## config.mk

```make
export PLATFORM = sky130hd
export DESIGN_NAME = regStackMapper
export DESIGN_NICKNAME = d
export VERILOG_FILES = /design/src/rtl/regMapPkg.sv /design/src/rtl/mapCtrl.sv /design/src/rtl/mapDatapath.sv /design/src/rtl/regStackMapper.sv
export SDC_FILE = /design/constraint.sdc
export NUM_CORES = 1
export LEC_CHECK = 0
export CORE_AREA = 2 2 194 196
export CTS_BUF_LIST = sky130_fd_sc_hd__clkbuf_4
export CTS_CLUSTER_DIAMETER = 40
export DETAILED_ROUTE_END_ITERATION = 12
export DIE_AREA = 0 0 196 198
export GPL_TIMING_DRIVEN = 0
export REMOVE_ABC_BUFFERS = 1
export SLEW_MARGIN = 20
export SYNTH_ARGS = -nofsm -noshare
export SYNTH_HDL_FRONTEND = slang
export SYNTH_SLANG_ARGS = --single-unit
```

## constraint.sdc

```tcl
create_clock -name clk -period 5.5 [get_ports clk]
set_input_delay 0.55 -clock clk [delete_from_list [all_inputs] [get_ports clk]]
set_output_delay 0.55 -clock clk [all_outputs]
set_load 0.02 [all_outputs]
```

## src/rtl/regMapPkg.sv

```systemverilog
package regMapPkg;
  localparam int IDX_W     = 7;
  localparam int NUM_REGS  = 128;
  localparam int NUM_FIXED = 32;
  localparam int NUM_STACK = NUM_REGS - NUM_FIXED;

  typedef logic [IDX_W-1:0] idx_t;

  typedef struct packed {
    logic doCall;
    logic doRet;
    logic doAlloc;
    logic doRot;
  } mapStrobes_t;

  typedef struct packed {
    idx_t base;
    idx_t frame;
    idx_t locals;
    idx_t rot;
    idx_t rrb;
  } frameState_t;
endpackage

```

## src/rtl/mapCtrl.sv

```systemverilog
module mapCtrl
  import regMapPkg::*;
#(
  parameter int STACK_DEPTH = 8,
  localparam int SP_W = $clog2(STACK_DEPTH + 1),
  localparam int DEPTH_W = IDX_W + 1
) (
  input  logic            clk,
  input  logic            rstN,
  input  logic            callEn,
  input  logic            retEn,
  input  logic            allocEn,
  input  logic            rotEn,
  input  idx_t            allocFrame,
  input  idx_t            allocLocals,
  input  idx_t            allocRot,
  input  idx_t            curLocals,
  input  idx_t            topLocals,
  output mapStrobes_t     strobes,
  output logic [SP_W-1:0] sp,
  output logic            ovfFlag,
  output logic            unfFlag
);
  localparam logic [SP_W-1:0] SP_FULL = SP_W'(STACK_DEPTH);
  localparam logic [DEPTH_W-1:0] POOL = DEPTH_W'(NUM_STACK);

  logic [DEPTH_W-1:0] depthUsed;
  logic [DEPTH_W-1:0] allocTotal;
  logic allocValid, allocFits, stackEmpty, stackFull;

  always_comb begin
    stackEmpty = (sp == '0);
    stackFull  = (sp == SP_FULL);
    allocValid = (allocRot <= allocFrame) && (allocLocals <= allocFrame) &&
                 (allocRot[2:0] == 3'b000);
    allocTotal = depthUsed + DEPTH_W'(allocFrame);
    allocFits  = (allocTotal <= POOL);

    strobes.doRet   = retEn && !stackEmpty;
    strobes.doCall  = !retEn && callEn && !stackFull;
    strobes.doAlloc = !retEn && !callEn && allocEn && allocValid && allocFits;
    strobes.doRot   = !retEn && !callEn && !allocEn && rotEn;
  end

  always_ff @(posedge clk) begin
    if (!rstN) begin
      sp        <= '0;
      depthUsed <= '0;
      ovfFlag   <= 1'b0;
      unfFlag   <= 1'b0;
    end else begin
      unfFlag <= retEn && stackEmpty;
      ovfFlag <= !retEn && ((callEn && stackFull) ||
                            (!callEn && allocEn && allocValid && !allocFits));
      if (strobes.doCall) begin
        sp        <= sp + 1'b1;
        depthUsed <= depthUsed + DEPTH_W'(curLocals);
      end else if (strobes.doRet) begin
        sp        <= sp - 1'b1;
        depthUsed <= depthUsed - DEPTH_W'(topLocals);
      end
    end
  end
endmodule

```

## src/rtl/mapDatapath.sv

```systemverilog
module mapDatapath
  import regMapPkg::*;
#(
  parameter int STACK_DEPTH = 8,
  localparam int SP_W = $clog2(STACK_DEPTH + 1),
  localparam int PTR_W = (STACK_DEPTH > 1) ? $clog2(STACK_DEPTH) : 1,
  localparam int SUM_W = IDX_W + 1
) (
  input  logic            clk,
  input  logic            rstN,
  input  mapStrobes_t     strobes,
  input  logic [SP_W-1:0] sp,
  input  idx_t            allocFrame,
  input  idx_t            allocLocals,
  input  idx_t            allocRot,
  input  idx_t            logIdx,
  output idx_t            curLocals,
  output idx_t            topLocals,
  output idx_t            physIdx
);
  localparam logic [SUM_W-1:0] POOL = SUM_W'(NUM_STACK);
  localparam idx_t FIXED = IDX_W'(NUM_FIXED);

  frameState_t cur;
  frameState_t saved [STACK_DEPTH];

  logic [PTR_W-1:0] pushPtr, popPtr;
  logic [SUM_W-1:0] callBase;

  always_comb begin
    pushPtr  = PTR_W'(sp);
    popPtr   = PTR_W'(sp - 1'b1);
    callBase = SUM_W'(cur.base) + SUM_W'(cur.locals);
    if (callBase >= POOL) callBase = callBase - POOL;
  end

  assign curLocals = cur.locals;
  assign topLocals = (sp == '0) ? '0 : saved[popPtr].locals;

  always_ff @(posedge clk) begin
    if (!rstN) begin
      cur <= '0;
      for (int i = 0; i < STACK_DEPTH; i++) saved[i] <= '0;
    end else if (strobes.doRet) begin
      cur <= saved[popPtr];
    end else if (strobes.doCall) begin
      saved[pushPtr] <= cur;
      cur.base   <= IDX_W'(callBase);
      cur.frame  <= cur.frame - cur.locals;
      cur.locals <= '0;
      cur.rot    <= '0;
      cur.rrb    <= '0;
    end else if (strobes.doAlloc) begin
      cur.frame  <= allocFrame;
      cur.locals <= allocLocals;
      cur.rot    <= allocRot;
      cur.rrb    <= '0;
    end else if (strobes.doRot && (cur.rot != '0)) begin
      cur.rrb <= (cur.rrb == '0) ? cur.rot - 1'b1 : cur.rrb - 1'b1;
    end
  end

  // Translation: rotate inside the rotating region, then wrap into the pool
  idx_t             offset;
  logic [SUM_W-1:0] rotSum;
  logic [SUM_W-1:0] poolSum;

  always_comb begin
    offset = logIdx - FIXED;
    rotSum = SUM_W'(offset);
    if (offset < cur.rot) begin
      rotSum = SUM_W'(offset) + SUM_W'(cur.rrb);
      if (rotSum >= SUM_W'(cur.rot)) rotSum = rotSum - SUM_W'(cur.rot);
    end
    poolSum = SUM_W'(cur.base) + rotSum;
    if (poolSum >= POOL) poolSum = poolSum - POOL;
    if (logIdx < FIXED) physIdx = logIdx;
    else                physIdx = FIXED + IDX_W'(poolSum);
  end
endmodule

```

## src/rtl/regStackMapper.sv

```systemverilog
module regStackMapper
  import regMapPkg::*;
#(
  parameter int STACK_DEPTH = 8
) (
  input  logic       clk,
  input  logic       rstN,
  input  logic       callEn,
  input  logic       retEn,
  input  logic       allocEn,
  input  logic       rotEn,
  input  logic [6:0] allocFrame,
  input  logic [6:0] allocLocals,
  input  logic [6:0] allocRot,
  input  logic [6:0] logIdx,
  output logic [6:0] physIdx,
  output logic       ovfFlag,
  output logic       unfFlag
);
  localparam int SP_W = $clog2(STACK_DEPTH + 1);

  mapStrobes_t     strobes;
  logic [SP_W-1:0] sp;
  idx_t            curLocals, topLocals;

  mapCtrl #(.STACK_DEPTH(STACK_DEPTH)) u_ctrl (
    .clk(clk), .rstN(rstN),
    .callEn(callEn), .retEn(retEn), .allocEn(allocEn), .rotEn(rotEn),
    .allocFrame(allocFrame), .allocLocals(allocLocals), .allocRot(allocRot),
    .curLocals(curLocals), .topLocals(topLocals),
    .strobes(strobes), .sp(sp), .ovfFlag(ovfFlag), .unfFlag(unfFlag)
  );

  mapDatapath #(.STACK_DEPTH(STACK_DEPTH)) u_dp (
    .clk(clk), .rstN(rstN), .strobes(strobes), .sp(sp),
    .allocFrame(allocFrame), .allocLocals(allocLocals), .allocRot(allocRot),
    .logIdx(logIdx), .curLocals(curLocals), .topLocals(topLocals),
    .physIdx(physIdx)
  );
endmodule

```

Yosys cells after proc, flatten, opt, wreduce, memory -nomap -nowiden
Memories as Yosys holds them, arrays and structs flattened.
Cells that the tools add are included.
Widths: inputs -> output; s select.
{"block": "classes", "add_sub_neg": 16, "n_lt_le_gt_ge": 8, "n_eq_ne": 1, "mux": 25, "n_reduce_logical": 33}
{"cell": "$mux 35", "count": 2}
{"cell": "$mux 7", "count": 8}
{"cell": "$reduce_or 35->1", "count": 1}
{"cell": "$mux 8", "count": 4}
{"cell": "$mux 28", "count": 1}
{"cell": "$mux 21", "count": 1}
{"cell": "$logic_and 1x1->1", "count": 18}
{"cell": "$add 7x7->8", "count": 2}
{"cell": "$add 8x7->8", "count": 2}
{"cell": "$ge 8x7->1 const B", "count": 2}
{"cell": "$sub 8x7->8", "count": 2}
{"cell": "$le 7x7->1", "count": 2}
{"cell": "$sub 7x1->7 const B", "count": 2}
{"cell": "$sub 7x7->7 const B", "count": 2}
{"cell": "$add 7x8->8", "count": 1}
{"cell": "$ge 8x7->1", "count": 1}
{"cell": "$le 8x7->1 const B", "count": 1}
{"cell": "$mux 4", "count": 2}
{"cell": "$add 6x7->7 const A", "count": 1}
{"cell": "$logic_not 7->1", "count": 1}
{"cell": "$lt 7x6->1 const B", "count": 1}
{"cell": "$lt 7x7->1", "count": 1}
{"cell": "$reduce_bool 7->1", "count": 1}
{"cell": "$sub 7x6->7 const B", "count": 1}
{"cell": "13 further kinds", "count": 23}
{"block": "totals", "ff_bits": 49, "mem_bits_rw": 280, "input_bits": 34, "out_inout_bits": 9, "elab_cells": 93, "memories": 1}
{"memory": "u_dp.saved", "depth": 8, "width": 35, "rd": 1, "rd_ports_with_merged_regs": 0, "wr": 8, "line": "mapDatapath.sv:25", "source": "frameState_t saved [STACK_DEPTH];"}

Logic depth before layout (Yosys ltp)
Gate-level depths: netlist (run 1).
{"block": "depth", "word_depth": 10, "ltp_mapped": 25, "depth_no_buf": 25}

Hierarchy
A second synthesis (run 1) with hierarchy kept.
{"block": "hier_totals", "cells_unflattened": 1275, "hier_area_um2": 15010.6}
{"module": "mapDatapath", "n_inst": 1, "cells_per_inst": 1057, "area_each_um2": 13227.7}
{"module": "mapCtrl", "n_inst": 1, "cells_per_inst": 218, "area_each_um2": 1783.0}

Worst setup path after synthesis (run 1)
No wires, ideal clock.
{"block": "synth_timing", "kind": "input-to-output", "startpoint": "input port logIdx[0]", "endpoint": "output port physIdx[5]", "arrival_ps": 4855, "path_slack_ps": 95, "stages": 24, "path_buffers": 0, "cell_sequence": "ha_1 > inv_1 > fa_1 > nor2b_1 > o21ai_0 > a21boi_0 > nor2_1 > ha_1 > a41o_1 > o221a_2 > o21ai_0 > nand2_1 > o21ai_0 > o21ai_0 > ha_1 > fa_1 > a211oi_1 > o21bai_1 > a21oi_1 > xor2_1 > nor2b_1 > nand2_1 > nor2_1 > a221oi_1"}
{"block": "synth_via", "elab_chain_cells": 10}
{"item": "start, declared", "line": "regStackMapper.sv:15", "source": "input logic [6:0] logIdx,"}
{"item": "$sub 7x6->7", "line": "mapDatapath.sv:69", "source": "offset = logIdx - FIXED;"}
{"item": "$add 7x7->8", "line": "mapDatapath.sv:72", "source": "rotSum = SUM_W'(offset) + SUM_W'(cur.rrb);"}
{"item": "$sub 8x7->8 or $ge 8x7->1 (tied branches)", "line": "mapDatapath.sv:73", "source": "if (rotSum >= SUM_W'(cur.rot)) rotSum = rotSum - SUM_W'(cur.rot);"}
{"item": "$mux 8", "line": "mapDatapath.sv:73"}
{"item": "$mux 8", "line": "mapDatapath.sv:71", "source": "if (offset < cur.rot) begin"}
{"item": "$add 7x8->8", "line": "mapDatapath.sv:75", "source": "poolSum = SUM_W'(cur.base) + rotSum;"}
{"item": "$sub 7x7->7 or $ge 8x7->1 (tied branches)", "line": "mapDatapath.sv:76", "source": "if (poolSum >= POOL) poolSum = poolSum - POOL;"}
{"item": "$mux 7", "line": "mapDatapath.sv:76"}
{"item": "$add 6x7->7", "line": "mapDatapath.sv:78", "source": "else physIdx = FIXED + IDX_W'(poolSum);"}
{"item": "$mux 7 (*)", "line": "mapDatapath.sv:77", "source": "if (logIdx < FIXED) physIdx = logIdx;"}
{"item": "end, declared", "line": "regStackMapper.sv:16", "source": "output logic [6:0] physIdx,"}
Mark *: on every way between the ends. The rest lies on a longest branch, timed or not.

Worst setup path after layout (run 1)
{"block": "layout_timing", "startpoint": "register u_dp.cur[0] in the netlist's numbering", "endpoint": "output port physIdx[5]"}
{"block": "layout_via", "elab_chain_cells": 9}
{"item": "start, declared", "line": "mapDatapath.sv:24", "source": "frameState_t cur;"}
{"item": "start signal, assigned", "line": "mapDatapath.sv:45", "source": "cur <= saved[popPtr];"}
{"item": "$add 7x7->8 (*)", "line": "mapDatapath.sv:72"}
{"item": "$sub 8x7->8 or $ge 8x7->1 (tied branches)", "line": "mapDatapath.sv:73"}
{"item": "$mux 8 (*)", "line": "mapDatapath.sv:73"}
{"item": "$mux 8 (*)", "line": "mapDatapath.sv:71"}
{"item": "$add 7x8->8 (*)", "line": "mapDatapath.sv:75"}
{"item": "$sub 7x7->7 or $ge 8x7->1 (tied branches)", "line": "mapDatapath.sv:76"}
{"item": "$mux 7 (*)", "line": "mapDatapath.sv:76"}
{"item": "$add 6x7->7 (*)", "line": "mapDatapath.sv:78"}
{"item": "$mux 7 (*)", "line": "mapDatapath.sv:77"}
Marks and branches as above.

==> results of run 1 <==
## layout by cell type, fill, tap and decap left out, types with 7 or more instances in the layout
master           synthesis  routed
o21ai_1                  6       9
mux2i_1                 13      12
o21ai_4                  0       7
dfxtp_1                 42      36
clkinv_1                 9      16
a21oi_1                 57      53
clkdlybuf4s50_1          0      31
buf_6                    2       7
buf_12                   0       8
edfxtp_1               224     224
xor2_1                  16      14
nor2_1                  52      40
and2_1                 171     171
buf_16                   0       8
mux4_2                  53      53
nand3_1                 17      14
clkbuf_4                 0     112
nor2_2                   1      13
inv_1                   27      26
o221a_1                  7       7
o21ai_0                 53      38
a21o_1                  12      12
ha_1                    67      59
nand2_1                 46      43
a22oi_1                 17      17
xnor2_1                 21      20
nor2b_1                 11       9
nor3_1                  72      72
buf_4                    0      25
o21a_1                  20      20
## path summary, 6_finish.rpt
path / startpoint / endpoint / slack, ns
hold reg to reg: u_ctrl.depthUsed[4] / u_ctrl.depthUsed[4] / 0.50
setup / recovery: u_dp.cur[0] / physIdx[5] / -0.18
hold / removal: rstN / u_dp.cur[31] / 0.29
setup reg to reg: u_ctrl.sp[0] / u_ctrl.depthUsed[7] / 0.39
## layout make-up
cell class | count | area, um2 | area share, %
inverter | 36 | 141 | 0.816
antenna | 1 | 2.50 | 0.0144
sequential | 266 | 7590 | 43.8
clock buffer | 112 | 841 | 4.85
clock inverter | 18 | 150 | 0.866
tap | 474 | 593 | 3.42
multi-input combinational | 823 | 6870 | 39.6
timing repair buffer | 98 | 1150 | 6.61
## kinds of logic (layout without fill, tap and decap cells)
family | count (synthesis) | in the layout | synth area share [%]
other cells | 0 | 1 | 0
fa+ha+maj | 73 | 73 | 6.61
xor+xnor | 38 | 38 | 2.35
mux | 75 | 75 | 10.2
flops | 266 | 266 | 52.2
simple gates | 416 | 416 | 15.9
buf+inv | 104 | 264 | 2.89
compound gates | 221 | 221 | 9.96
## worst min-delay path: stages
cell and delay (ns):
buf_2 0.22, o21ai_0 0.12, a21oi_1 0.04
## repair_timing
item | 4_1_cts | 5_1_grt
pin swaps | 20 | 21
buffers inserted | 16 | 7
gates resized for setup | 64 | 25
endpoints found under the setup margin | 7 | 9
## layer usage
metal  up-vias  track usage [%]  part of all wire (%)  routed length, um
met5         -                0                     0                  0
met4         0             6.23                   1.5                617
met3        59             4.00                   7.0               2850
met2       352             35.7                    49              20000
met1      5143             27.7                    42              17200
li1       4729                -                     -                  -
## power breakdown
| part | switching [W] | total, W | internal [W] |
|---|---|---|---|
| registers | 0.000337 | 0.00275 | 0.00241 |
| logic | 0.00276 | 0.00510 | 0.00234 |
| clock network | 0.000858 | 0.00189 | 0.00103 |
## state kept, by name, indices dropped and copies added (netlist names)
register and cells:
u_dp.saved 224, u_dp.cur 21, u_ctrl.depthUsed 8, u_dp.curLocals 7
u_ctrl.sp 4, u_ctrl.ovfFlag 1, u_ctrl.unfFlag 1
## stage by stage
step                setup slack, ns  total power, W
floorplan                     -2.23         0.00588
global placement              -7.37         0.00716
detailed placement            -1.49         0.00730
CTS                          -0.211         0.00950
global route                 -0.479          0.0104
finish                       -0.183         0.00973
==> results.py, run 1 <==
metrics = {
    "outcome": {
        "status": "finished with violations",
        "violations": "negative setup slack",
    },
    "flow_run": {
        "cap_violations": 0,
    },
    "logic_synthesis": {
        "yosysTopAreaCell": "edfxtp_1",
        "synth_flop_cell": "edfxtp_1",
        "synth_area_per_cell_um2": 12.2,
        "synth_commonest_cells": "edfxtp_1 (224), and2_1 (171), nor3_1 (72)",
        "synthDominantCellAreaShare_pct": 46.4,
        "synth.area.top_cells": "edfxtp_1 (46%), mux4_2 (8.2%), and2_1 (7.4%)",
        "ys_types": 70,
        "synth.most_common_cell": "edfxtp_1",
        "synth_cells": 1193,
        "async_flop_share_pct": 0,
        "synth_area_mm2": 0.0145,
        "synth_edf_count": 224,
        "synth_seq_cells": 266,
        "ys_warn_count": 0,
        "seq_area_frac_synth_pct": 52.2,
    },
    "global_routing": {
        "grt_pass1_wl_um": 61500,
        "grt_start_max_net_pins": 40,
        "grt_use_total_pct": 21.1,
        "antenna_found_initial": 1,
        "grt_pass1_vias": 10500,
        "grt_remaining_overflow": 0,
    },
    "place": {
        "post_dp_cell_area_mm2": 0.0159,
        "dp.cells": 1674,
        "port-buffer-count": 42,
        "place_congestion": 0.806,
        "dp_hpwl_um": 26200,
    },
    "sta": {
        "finalHoldViolCount": 0,
        "fin_setup_tns_ns": -0.356,
        "finClkSkew_ns": 0.0529,
        "setup_viol": 2,
        "max_slew.worst_pin.slew_ns": 0.982,
        "fmax_mhz": 176,
        "max-slew-margin-rel_pct": 34.5,
        "finalWorstSetupSlack_ns": -0.183,
        "worst_hold_slack_ns": 0.291,
        "rsz0062_at_grt": "yes",
        "period_share_pct": 103,
        "maxSlewViolCount": 0,
        "min_period_ns": 5.68,
    },
    "clock_network": {
        "clockBufferDepth": 3,
        "cts_tree": "yes",
        "cts_hold_buf": 0,
        "clk_pin_slew_ns": 0.07,
        "cts_max_level": 3,
        "numCtsBuffers": 72,
        "cts-root-buf": "clkbuf_4",
        "clock-sinks": 266,
        "clk_latency_ns": 0.70,
    },
    "layout": {
        "fillers": 3368,
        "drive_above_1_share_pct": 23.7,
        "syn2layout_area_growth_pct": 19.5,
        "fin_util_pct": 46.9,
        "final-instance-count-excl-fill": 1828,
        "design_area_mm2": 0.0173,
        "nets": 1404,
    },
    "worst_setup_path": {
        "crit_path_start_kind": "flop",
        "cpPeakStageDelay_ns": 0.37,
        "critPathArrivalTime_ns": 5.13,
        "crit_required_ns": 4.95,
        "cp.depth": 26,
        "critical_path_class": "reg2out",
        "reg2reg_depth": 19,
        "critPathCaptureType": "primary output",
        "crit_buf_inv": 3,
        "cp_max_fo": 7,
        "slowest_stage": "dfxtp_4",
        "critPathTopFamily": "adder cells",
    },
    "floorplanning": {
        "fp.dieH_um": 198,
        "initial_core_util_pct": 39.2,
        "core_mm2": 0.0370,
        "fp.dieArea_mm2": 0.0388,
        "row_count": 71,
        "ioPinCount": 43,
        "die_w_um": 196,
    },
    "detailed_routing": {
        "first_pass_iters": 5,
        "avgViaCountPerCell": 5.63,
        "wl_per_cell_um": 22.2,
        "antenna_left": 0,
        "first_iter_violations": 664,
        "vias": 10300,
        "remaining_drc_errors": 0,
        "drt-total-wl_um": 40700,
    },
    "pwr": {
        "p_leak_nw": 6.57,
        "p_per_area_mw_per_mm2": 562,
        "vdd_drop_max_mv": 0.727,
    },
    "min_path": {
        "holdPathStages": 3,
        "hold_class": "in2reg",
    },
}
No activity file was read; power rests on OpenSTA's default activity.
==> run 2: changes to the inputs <==
--- a/config.mk
+++ b/config.mk
@@ -5,12 +5,13 @@
 export SDC_FILE = /design/constraint.sdc
 export NUM_CORES = 1
 export LEC_CHECK = 0
-export CORE_AREA = 2 2 194 196
+export CORE_AREA = 2 2 166 168
 export CTS_BUF_LIST = sky130_fd_sc_hd__clkbuf_4
 export CTS_CLUSTER_DIAMETER = 40
 export DETAILED_ROUTE_END_ITERATION = 12
-export DIE_AREA = 0 0 196 198
+export DIE_AREA = 0 0 168 170
 export GPL_TIMING_DRIVEN = 0
+export PLACE_DENSITY = 0.72
 export REMOVE_ABC_BUFFERS = 1
 export SLEW_MARGIN = 20
 export SYNTH_ARGS = -nofsm -noshare
==> results.py, run 2 (same netlist as run 1, synthesis figures left out) <==
metrics = {
    "layout": {
        "largest_register_ffs": 224,
        "syn2layout_area_growth_pct": 17.2,
        "top_register": "u_dp.saved",
        "final_cell_mix": "edfxtp_1 (224), and2_1 (171), clkbuf_4 (102)",
        "layout_commonest_cell": "edfxtp_1",
        "drive_above_1_share_pct": 23.8,
        "fillers": 1980,
        "nets": 1396,
        "design_area_mm2": 0.0170,
        "final-instance-count-excl-fill": 1682,
        "reg_top3": "u_dp.saved x224, u_dp.cur x21, u_ctrl.depthUsed x8",
    },
    "worst_setup_path": {
        "critical_path_class": "reg2out",
        "critPathTopFamily": "compound AO/OA/AOI/OAI gates",
        "critPathArrivalTime_ns": 5.20,
        "cp_max_fo": 5,
        "critPathCaptureType": "primary output",
        "crit_required_ns": 4.95,
        "crit_top_cell": "o21ai_2",
        "crit_buf_inv": 3,
        "crit_path_start_kind": "flop",
        "slowest_stage": "dfxtp_4",
        "cpPeakStageDelay_ns": 0.38,
    },
    "detailed_routing": {
        "highest_layer": "met4",
        "routed-wl-met2_um": 18200,
        "avgViaCountPerCell": 6.06,
        "vias": 10200,
        "remaining_drc_errors": 0,
        "antenna_left": 0,
        "first_pass_iters": 5,
        "wl_per_cell_um": 22.0,
        "wl_met1_um": 14600,
        "drt-total-wl_um": 36900,
        "wl_met3_um": 2990,
        "first_iter_violations": 855,
    },
    "pwr": {
        "p_per_area_mw_per_mm2": 564,
        "fin_total_pwr_w": 0.00958,
        "vdd_drop_max_mv": 0.773,
        "p_leak_nw": 6.48,
    },
    "clock_network": {
        "cts_hold_buf": 0,
        "clockBufferDepth": 3,
        "cts_tree": "yes",
        "numCtsBuffers": 68,
        "cts_max_level": 3,
        "cts-root-buf": "clkbuf_4",
        "clk_latency_ns": 0.67,
        "clock-sinks": 266,
        "clk_pin_slew_ns": 0.06,
    },
    "min_path": {
        "hold_class": "in2reg",
    },
    "floorplanning": {
        "initial_core_util_pct": 54.4,
        "row_count": 60,
        "core_mm2": 0.0267,
        "fp.dieH_um": 170,
        "fp.dieArea_mm2": 0.0286,
        "ioPinCount": 43,
        "die_w_um": 168,
    },
    "sta": {
        "period_share_pct": 105,
        "finalHoldViolCount": 0,
        "maxSlewViolCount": 0,
        "rsz0062_at_grt": "yes",
        "finClkSkew_ns": 0.0404,
        "max_slew.worst_pin.slew_ns": 0.990,
        "worst_hold_slack_ns": 0.392,
        "max-slew-margin-rel_pct": 33.9,
        "finalWorstSetupSlack_ns": -0.249,
        "fmax_mhz": 174,
        "setup_viol": 2,
        "min_period_ns": 5.75,
    },
    "place": {
        "post_dp_cell_area_mm2": 0.0156,
        "place_congestion": 0.817,
        "dp.cells": 1531,
        "dp_hpwl_um": 23900,
        "port-buffer-count": 42,
    },
    "global_routing": {
        "grt_start_max_net_pins": 40,
        "grt_remaining_overflow": 0,
        "antenna_found_initial": 1,
        "grt_pass1_vias": 10600,
        "grt_use_total_pct": 26.5,
        "grt_pass1_wl_um": 57800,
    },
    "outcome": {
        "status": "finished with violations",
        "violations": "negative setup slack",
    },
    "flow_run": {
        "cap_violations": 0,
    },
}
[run 2: path summary, 6_finish.rpt]
kind / cells past startpoint / endpoint / start / slack, ns
worst max-delay path: 26 / physIdx[6] / u_dp.cur[0] / -0.25
worst min-delay path: 2 / u_ctrl.depthUsed[2] / rstN / 0.39
worst max register to register: 18 / u_ctrl.depthUsed[7] / u_ctrl.sp[0] / 0.43
worst min register to register: 2 / u_ctrl.depthUsed[3] / u_ctrl.depthUsed[3] / 0.50
[run 2: worst reg2reg max path: cells and delay by family (launching register included)]
kind                     cells  cell delay, ns
multiplexers                 3            0.90
AO/OA/AOI/OAI                5            1.06
XOR/XNOR                     1            0.08
flip-flops                   1            0.84
buffers and inverters        2            0.49
AND/OR/NAND/NOR              4            0.43
adder cells (fa/ha/maj)      3            1.16
[run 2: power breakdown]
group          leakage, nW  switching (W)  internal (W)  total, W
Sequential            2.67       0.000345       0.00241   0.00275
Clock                0.515       0.000800      0.000851   0.00165
Combinational         3.30        0.00277       0.00240   0.00517
[run 2: layout make-up]
type / count / area, um2 / area share [%]
Antenna cell: 1 / 2.50 / 0.0147
Multi-Input combinational cell: 824 / 7010 / 41.3
Sequential cell: 266 / 7590 / 44.7
Clock inverter: 19 / 80.1 / 0.471
Timing Repair Buffer: 93 / 978 / 5.76
Tap cell: 341 / 427 / 2.51
Clock buffer: 102 / 766 / 4.51
Inverter: 36 / 140 / 0.825
[run 2: per-stage QoR]
stage / setup TNS [ns] / worst slack [ns] / utilization, %
floorplan: -411.31 / -2.23 / -
global placement: -2133.21 / -6.81 / 56.5
detailed placement: -6.35 / -1.56 / 58.4
CTS: -0.511 / -0.279 / 62.7
global route: -1.02 / -0.468 / 63.8
finish: -0.471 / -0.249 / 63.8
[run 2: what timing repair did]
item / CTS / global route
setup endpoints to repair: 7 / 7
cloned: 1 / 0
pin swaps: 26 / 27
buffers inserted: 16 / 12
gates resized for setup: 83 / 34
hold endpoints to repair: 0 / 0
[run 2: metal layers]
layer | GRT usage [%] | up-vias
li1 | - | 4711
met4 | 11.2 | 0
met2 | 45.3 | 443
met3 | 4.95 | 92
met5 | 0 | -
met1 | 33.4 | 4954
